[src/rtl/aes_ks_pkg.sv]
package aes_ks_pkg;

    localparam int DATA_W   = 64;
    localparam int WORD_W   = 32;
    localparam int BYTE_W   = 8;
    localparam int RND_W    = 4;
    localparam int LAST_RND = 10;

    typedef enum logic {
        OP_SUBST = 1'b0,
        OP_CHAIN = 1'b1
    } ks_op_e;

    typedef struct packed {
        logic              vld;
        logic              ill;
        logic [DATA_W-1:0] data;
    } ks_out_t;

    function automatic logic [7:0] gf_xtime(input logic [7:0] x);
        return {x[6:0], 1'b0} ^ (x[7] ? 8'h1b : 8'h00);
    endfunction

    function automatic logic [7:0] gf_mul(input logic [7:0] a, input logic [7:0] b);
        logic [7:0] acc;
        logic [7:0] sh;
        acc = 8'h00;
        sh  = a;
        for (int i = 0; i < 8; i++) begin
            if (b[i]) acc = acc ^ sh;
            sh = gf_xtime(sh);
        end
        return acc;
    endfunction

    // Inverse by raising to the power 254; zero maps to zero.
    function automatic logic [7:0] gf_inv(input logic [7:0] x);
        logic [7:0] r;
        logic [7:0] base;
        logic [7:0] e;
        r    = 8'h01;
        base = x;
        e    = 8'd254;
        for (int i = 0; i < 8; i++) begin
            if (e[i]) r = gf_mul(r, base);
            base = gf_mul(base, base);
        end
        return r;
    endfunction

    function automatic logic [7:0] rotl8(input logic [7:0] x, input int k);
        logic [15:0] d;
        d = {x, x} << k;
        return d[15:8];
    endfunction

    function automatic logic [7:0] sbox_fwd(input logic [7:0] x);
        logic [7:0] v;
        v = gf_inv(x);
        return v ^ rotl8(v, 1) ^ rotl8(v, 2) ^ rotl8(v, 3) ^ rotl8(v, 4) ^ 8'h63;
    endfunction

    // Constant doubles per round in GF(2^8); zero at and beyond the last round.
    function automatic logic [7:0] rcon_of(input logic [RND_W-1:0] rnd);
        logic [7:0] rc;
        rc = 8'h01;
        for (int i = 0; i < LAST_RND; i++) begin
            if (i < int'(rnd)) rc = gf_xtime(rc);
        end
        if (int'(rnd) >= LAST_RND) rc = 8'h00;
        return rc;
    endfunction

endpackage

[src/rtl/ks_subst_unit.sv]
module ks_subst_unit
    import aes_ks_pkg::*;
#(
    parameter int W_W = aes_ks_pkg::WORD_W,
    parameter int R_W = aes_ks_pkg::RND_W
) (
    input  logic [W_W-1:0] word_i,
    input  logic [R_W-1:0] rnd_i,
    output logic [W_W-1:0] word_o
);
    localparam int NBYTES = W_W / BYTE_W;

    logic             no_rot;
    logic [W_W-1:0]   pre;
    logic [W_W-1:0]   subst;
    logic [BYTE_W-1:0] rc;

    assign no_rot = (int'(rnd_i) == LAST_RND);
    assign pre    = no_rot ? word_i : {word_i[BYTE_W-1:0], word_i[W_W-1:BYTE_W]};
    assign rc     = rcon_of(rnd_i);

    for (genvar g = 0; g < NBYTES; g++) begin : g_byte
        assign subst[g*BYTE_W +: BYTE_W] = sbox_fwd(pre[g*BYTE_W +: BYTE_W]);
    end

    assign word_o = {subst[W_W-1:BYTE_W], subst[BYTE_W-1:0] ^ rc};
endmodule

[src/rtl/ks_chain_unit.sv]
module ks_chain_unit #(
    parameter int HALF_W = aes_ks_pkg::WORD_W
) (
    input  logic [HALF_W-1:0]   a_hi_i,
    input  logic [2*HALF_W-1:0] b_i,
    output logic [2*HALF_W-1:0] res_o
);
    logic [HALF_W-1:0] lo_w;

    assign lo_w  = a_hi_i ^ b_i[HALF_W-1:0];
    assign res_o = {lo_w ^ b_i[2*HALF_W-1:HALF_W], lo_w};
endmodule

[src/rtl/ks_legal_check.sv]
module ks_legal_check
    import aes_ks_pkg::*;
#(
    parameter int R_W = aes_ks_pkg::RND_W
) (
    input  ks_op_e         op_i,
    input  logic [R_W-1:0] rnd_i,
    input  logic           enc_en_i,
    input  logic           dec_en_i,
    output logic           illegal_o
);
    logic feat_off;
    logic rnd_bad;

    assign feat_off  = !(enc_en_i || dec_en_i);
    assign rnd_bad   = (op_i == OP_SUBST) && (int'(rnd_i) > LAST_RND);
    assign illegal_o = feat_off || rnd_bad;
endmodule

[src/rtl/aes_kstep_unit.sv]
module aes_kstep_unit
    import aes_ks_pkg::*;
#(
    parameter int DW  = aes_ks_pkg::DATA_W,
    parameter int R_W = aes_ks_pkg::RND_W
) (
    input  logic          clk,
    input  logic          rst,
    input  logic          in_valid,
    input  logic          in_op,
    input  logic [R_W-1:0] in_rnd,
    input  logic [DW-1:0] in_a,
    input  logic [DW-1:0] in_b,
    input  logic          enc_en,
    input  logic          dec_en,
    output logic          out_valid,
    output logic [DW-1:0] out_res,
    output logic          out_illegal
);
    localparam int HW = DW / 2;

    ks_op_e        op_c;
    logic [HW-1:0] sub_word;
    logic [DW-1:0] chain_res;
    logic [DW-1:0] res_c;
    logic          ill_c;
    ks_out_t       q;
    logic          unused_a_lo;

    assign op_c        = ks_op_e'(in_op);
    assign unused_a_lo = ^in_a[HW-1:0];

    ks_subst_unit #(.W_W(HW), .R_W(R_W)) i_subst (
        .word_i (in_a[DW-1:HW]),
        .rnd_i  (in_rnd),
        .word_o (sub_word)
    );

    ks_chain_unit #(.HALF_W(HW)) i_chain (
        .a_hi_i (in_a[DW-1:HW]),
        .b_i    (in_b),
        .res_o  (chain_res)
    );

    ks_legal_check #(.R_W(R_W)) i_legal (
        .op_i      (op_c),
        .rnd_i     (in_rnd),
        .enc_en_i  (enc_en),
        .dec_en_i  (dec_en),
        .illegal_o (ill_c)
    );

    always_comb begin
        res_c = '0;
        if (!ill_c) begin
            unique case (op_c)
                OP_SUBST: res_c = {sub_word, sub_word};
                OP_CHAIN: res_c = chain_res;
                default:  res_c = '0;
            endcase
        end
    end

    always_ff @(posedge clk) begin
        if (rst) begin
            q <= '0;
        end else begin
            q.vld <= in_valid;
            if (in_valid) begin
                q.ill  <= ill_c;
                q.data <= res_c;
            end
        end
    end

    assign out_valid   = q.vld;
    assign out_illegal = q.ill;
    assign out_res     = q.data;
endmodule

[config.mk]
export PLATFORM = sky130hd
export DESIGN_NAME = aes_kstep_unit
export DESIGN_NICKNAME = d
export VERILOG_FILES = /design/src/rtl/aes_ks_pkg.sv /design/src/rtl/ks_subst_unit.sv /design/src/rtl/ks_chain_unit.sv /design/src/rtl/ks_legal_check.sv /design/src/rtl/aes_kstep_unit.sv
export SDC_FILE = /design/constraint.sdc
export NUM_CORES = 2
export LEC_CHECK = 0
export BUFFER_PORTS_ARGS = -buffer_cell sky130_fd_sc_hd__buf_2
export CORE_ASPECT_RATIO = 1.25
export CORE_UTILIZATION = 67
export DETAILED_ROUTE_END_ITERATION = 16
export GPL_TIMING_DRIVEN = 0
export MAX_ROUTING_LAYER = met4
export PLACE_DENSITY = 0.91
export SYNTH_ARGS = -nofsm -noshare
export SYNTH_HDL_FRONTEND = slang
export SYNTH_HIERARCHICAL = 1
export SYNTH_SLANG_ARGS = --single-unit
[constraint.sdc]
create_clock -name clk -period 20.5 [get_ports clk]
set_input_delay 1.025 -clock clk [delete_from_list [all_inputs] [get_ports clk]]
set_output_delay 1.025 -clock clk [all_outputs]
set_load 0.02 [all_outputs]
==> summary.txt <==
Synth
  • Net count after synthesis: 7587
  • Post-synthesis sequential area ratio: 2.41%
  • Syn avg cell area: 7.37 um^2
  • Xor/xnor share of the synthesized area: 49.7%
  • Count of state elements after synthesis: 66
  • Area of the mapped netlist: 0.0547 mm^2
  • Mapped Cells: 7428
  • Top_reg_cell synth: dfxtp_1
  • Number of enable flip-flop cells after synthesis: 0
  • Async set-reset flop share out of synthesis: 0%
  • Synth unique cells: 115
  • Mux contribution to synthesized area: 6.47%
  • Main combinational cell family by area after synthesis: XOR/XNOR gates
  • Simple-gate portion of the synthesized area: 19.0%
  • Yosys Warn Count: 6
  • Compound-gate portion of the synthesized area: 17.4%
  • Synth Area in Adders: 0.517%

Routing
  • Final ANT Viol Nets: 0
  • Drt drc: 0
  • Total Wirelength: 175000 um
  • Via count: 56700
  • First-iteration detailed-routing DRC count: 6784
  • Avg WL per Cell: 20.2 um
  • Drt first pass iters: 9
  • Routed vias/inst: 6.52

Global routing
  • GRT overflow: 0
  • Vias in the first global route: 52200
  • All-Layer GR Usage: 41.2%
  • Pin count of the biggest net entering global routing: 15
  • Initial antenna violation count: 9
  • Global-route wire length before repair: 274000 um

Timing
  • # setup viols final: 0
  • Crit path time final: 19.73 ns
  • Max Freq: 50.7 MHz
  • Fin crit share: 96.3%
  • Worst clock skew: 0 ns
  • Fin. Hold Viols: 0
  • Relative slew margins: -1.04%
  • Setup TNS: 0 ns
  • Least-Margin Pin Slew: 1.51 ns
  • Slew Viols, Final: 11

Critical path
  • Worst R2R Start: out_res[23]$_SDFFE_PP0P_
  • Reg2reg end: out_res[23]$_SDFFE_PP0P_
  • CP Capture Type: flop
  • Kind of critical path: primary input to flop
  • CP max stage delay: 0.77 ns
  • Slowest CP cell: xnor2_1
  • Worst EP required: 20.83 ns
  • R2r worst-path depth: 1
  • Most used cell, CP: xnor2_1
  • R2R setup slack: 19.75 ns
  • Crit Path Max Fanout: 10
  • CP Launch Type: primary input
  • Arr. time, crit path: 20.06 ns
  • Critical path startpoint: in_rnd[2]

Clock network
  • CTS tree: built
  • CTS HTree Levels: 3
  • Clock-pin slew on the worst setup and hold paths: 0.07 ns
  • Worst skew pair latency: 0.39 ns
  • Clock sink total: 66
  • TritonCTS Buffers: 9
  • Hold buffers post-CTS: 0
  • CTS Buffer Depth: 2
  • CTS Root Cell: clkbuf_16

Final layout
  • Area grow syn2layout: 5.15%
  • Layout cells sized above 1: 7.97%
  • Layout Nets: 7773
  • Final Util: 71.6%

Placed design
  • RD Place Congestion: 1.08
  • Input/output buffers: 171
  • DP HPWL: 134000 um

Status
  • Failing checks: capacitance limit, slew limit
  • Run status: finished with violations

Floorplan
  • I/O Pins: 204
  • Full die area: 0.0829 mm^2
  • Core ar.: 0.0804 mm^2
  • Horiz. Die Dim: 258 um
  • Die height: 322 um
  • FP Rows: 116
  • Initial core utilization: 68.1%

Worst hold path
  • Hold WC Path Type: flop to flop
  • Worst-case hold path end point: out_res[14]$_SDFFE_PP0P_
  • Hold Startpoint: out_res[14]$_SDFFE_PP0P_
  • Hold Path Stages: 1

Run
  • Max-cap violation count: 1
[sequential cells by signal, summed over array words and instances, names as in the netlist]
signal and flops:
out_res 64, out_illegal 1, out_valid 1
[worst max path at each step]
stage / end / slack, ns / depth (start not counted)
after global routing: out_res[44]$_SDFFE_PP0P_ / -0.02 / 61
after detailed placement: out_res[39]$_SDFFE_PP0P_ / -0.69 / 71
after CTS: out_res[37]$_SDFFE_PP0P_ / 0.18 / 69
after floorplan: out_res[37]$_SDFFE_PP0P_ / 3.16 / 70
after global placement: out_res[39]$_SDFFE_PP0P_ / -0.31 / 71
final: out_res[40]$_SDFFE_PP0P_ / 0.77 / 63
[routing by layer]
layer | part of all wire, % | GRT usage [%]
met5 | 0 | -
met4 | 5.6 | 21.0
met3 | 11 | 7.41
met2 | 46 | 65.9
met1 | 38 | 49.4
[stage by stage]
step	cell area [um^2]	std cells	hold WS, ns	worst slack (ns)
global placement	56900	8661	0.441	-0.313
finish	57600	8693	0.457	0.765
floorplan	54700	7428	0.545	3.16
global route	57500	8688	0.484	-0.0187
CTS	57200	8677	0.464	0.179
detailed placement	56900	8661	0.441	-0.687
[repair_timing]
action                     in CTS  in global routing
setup buffers                   0                  7
pin swaps                       0                  2
gates resized for setup         5                 35
setup endpoints to repair       9                 46
[critical path, delay by kind of cell]
kind | cells | cell delay [ns]
AOI/OAI and AO/OA | 4 | 0.79
buffers and inverters | 12 | 3.74
muxes | 4 | 1.22
and+or+nand+nor | 9 | 1.22
xor gates and xnor gates | 32 | 11.18
adders and majority gates | 2 | 0.83
[cell type report]
class | count | area (um^2)
Clock inverter | 7 | 61.3
Sequential cell | 66 | 1320
Multi-Input combinational cell | 6785 | 51200
Fill cell | 6511 | 22800
Inverter | 96 | 360
Tap cell | 1062 | 1330
Antenna cell | 12 | 30.0
Buffer | 478 | 2090
Timing Repair Buffer | 178 | 921
Clock buffer | 9 | 225
[placed cells by master (no fill, tap or decap), drive strengths merged, types with 73 or more instances in the layout]
cell type and n:
o21ai 335, xor2 504, mux2i 293, nor2 1032
a21oi 380, inv 87, xnor2 1796, o22ai 91
nand2 732, clkbuf 332, nor3 175, xnor3 208
o211ai 73, buf 333, nand3 163
[cells in the mapped netlist (25+ instances only)]
| cell | instances | area share (%) |
|---|---|---|
| and2_1 | 37 | 0.42 |
| a21oi_1 | 376 | 3.4 |
| o31ai_1 | 31 | 0.43 |
| inv_1 | 75 | 0.51 |
| o221ai_1 | 29 | 0.46 |
| nand2_1 | 731 | 5.0 |
| xnor3_1 | 198 | 8.1 |
| o2bb2ai_1 | 57 | 0.91 |
| nand3_1 | 161 | 1.5 |
| nor2_1 | 1030 | 7.1 |
| or3_1 | 39 | 0.45 |
| a32oi_1 | 25 | 0.40 |
| o32ai_1 | 25 | 0.40 |
| o22ai_1 | 91 | 1.0 |
| a22oi_1 | 39 | 0.53 |
| nor3_1 | 175 | 1.6 |
| a31oi_1 | 54 | 0.62 |
| nand2b_1 | 58 | 0.66 |
| clkbuf_1 | 325 | 2.2 |
| o21ai_0 | 313 | 2.9 |
| xor2_2 | 26 | 0.77 |
| xor2_1 | 472 | 7.6 |
| o211ai_1 | 73 | 1.0 |
| and3_1 | 41 | 0.47 |
| buf_2 | 86 | 0.79 |
| xnor2_1 | 1720 | 28 |
| buf_1 | 39 | 0.27 |
| nor2b_1 | 56 | 0.64 |
| dfxtp_1 | 66 | 2.4 |
| mux2i_1 | 273 | 5.0 |
| a211oi_1 | 68 | 0.93 |
| xor3_1 | 57 | 2.5 |
| xnor2_2 | 66 | 2.0 |
| mux2_2 | 40 | 0.82 |
[kinds of logic (layout without fill, tap and decap cells)]
family                     count (synthesis)  in the layout
xor gates and xnor gates                2566           2566
muxes                                    334            334
DFF                                       66             66
and+or+nand+nor                         2417           2417
buffers and inverters                    577            768
adders and majority gates                 23             23
AOI/OAI and AO/OA                       1445           1445
other                                      0             12
Power is left out: the tool's default activity adds up to more than one toggle a clock period on the data nets, which glitch-free logic cannot reach.
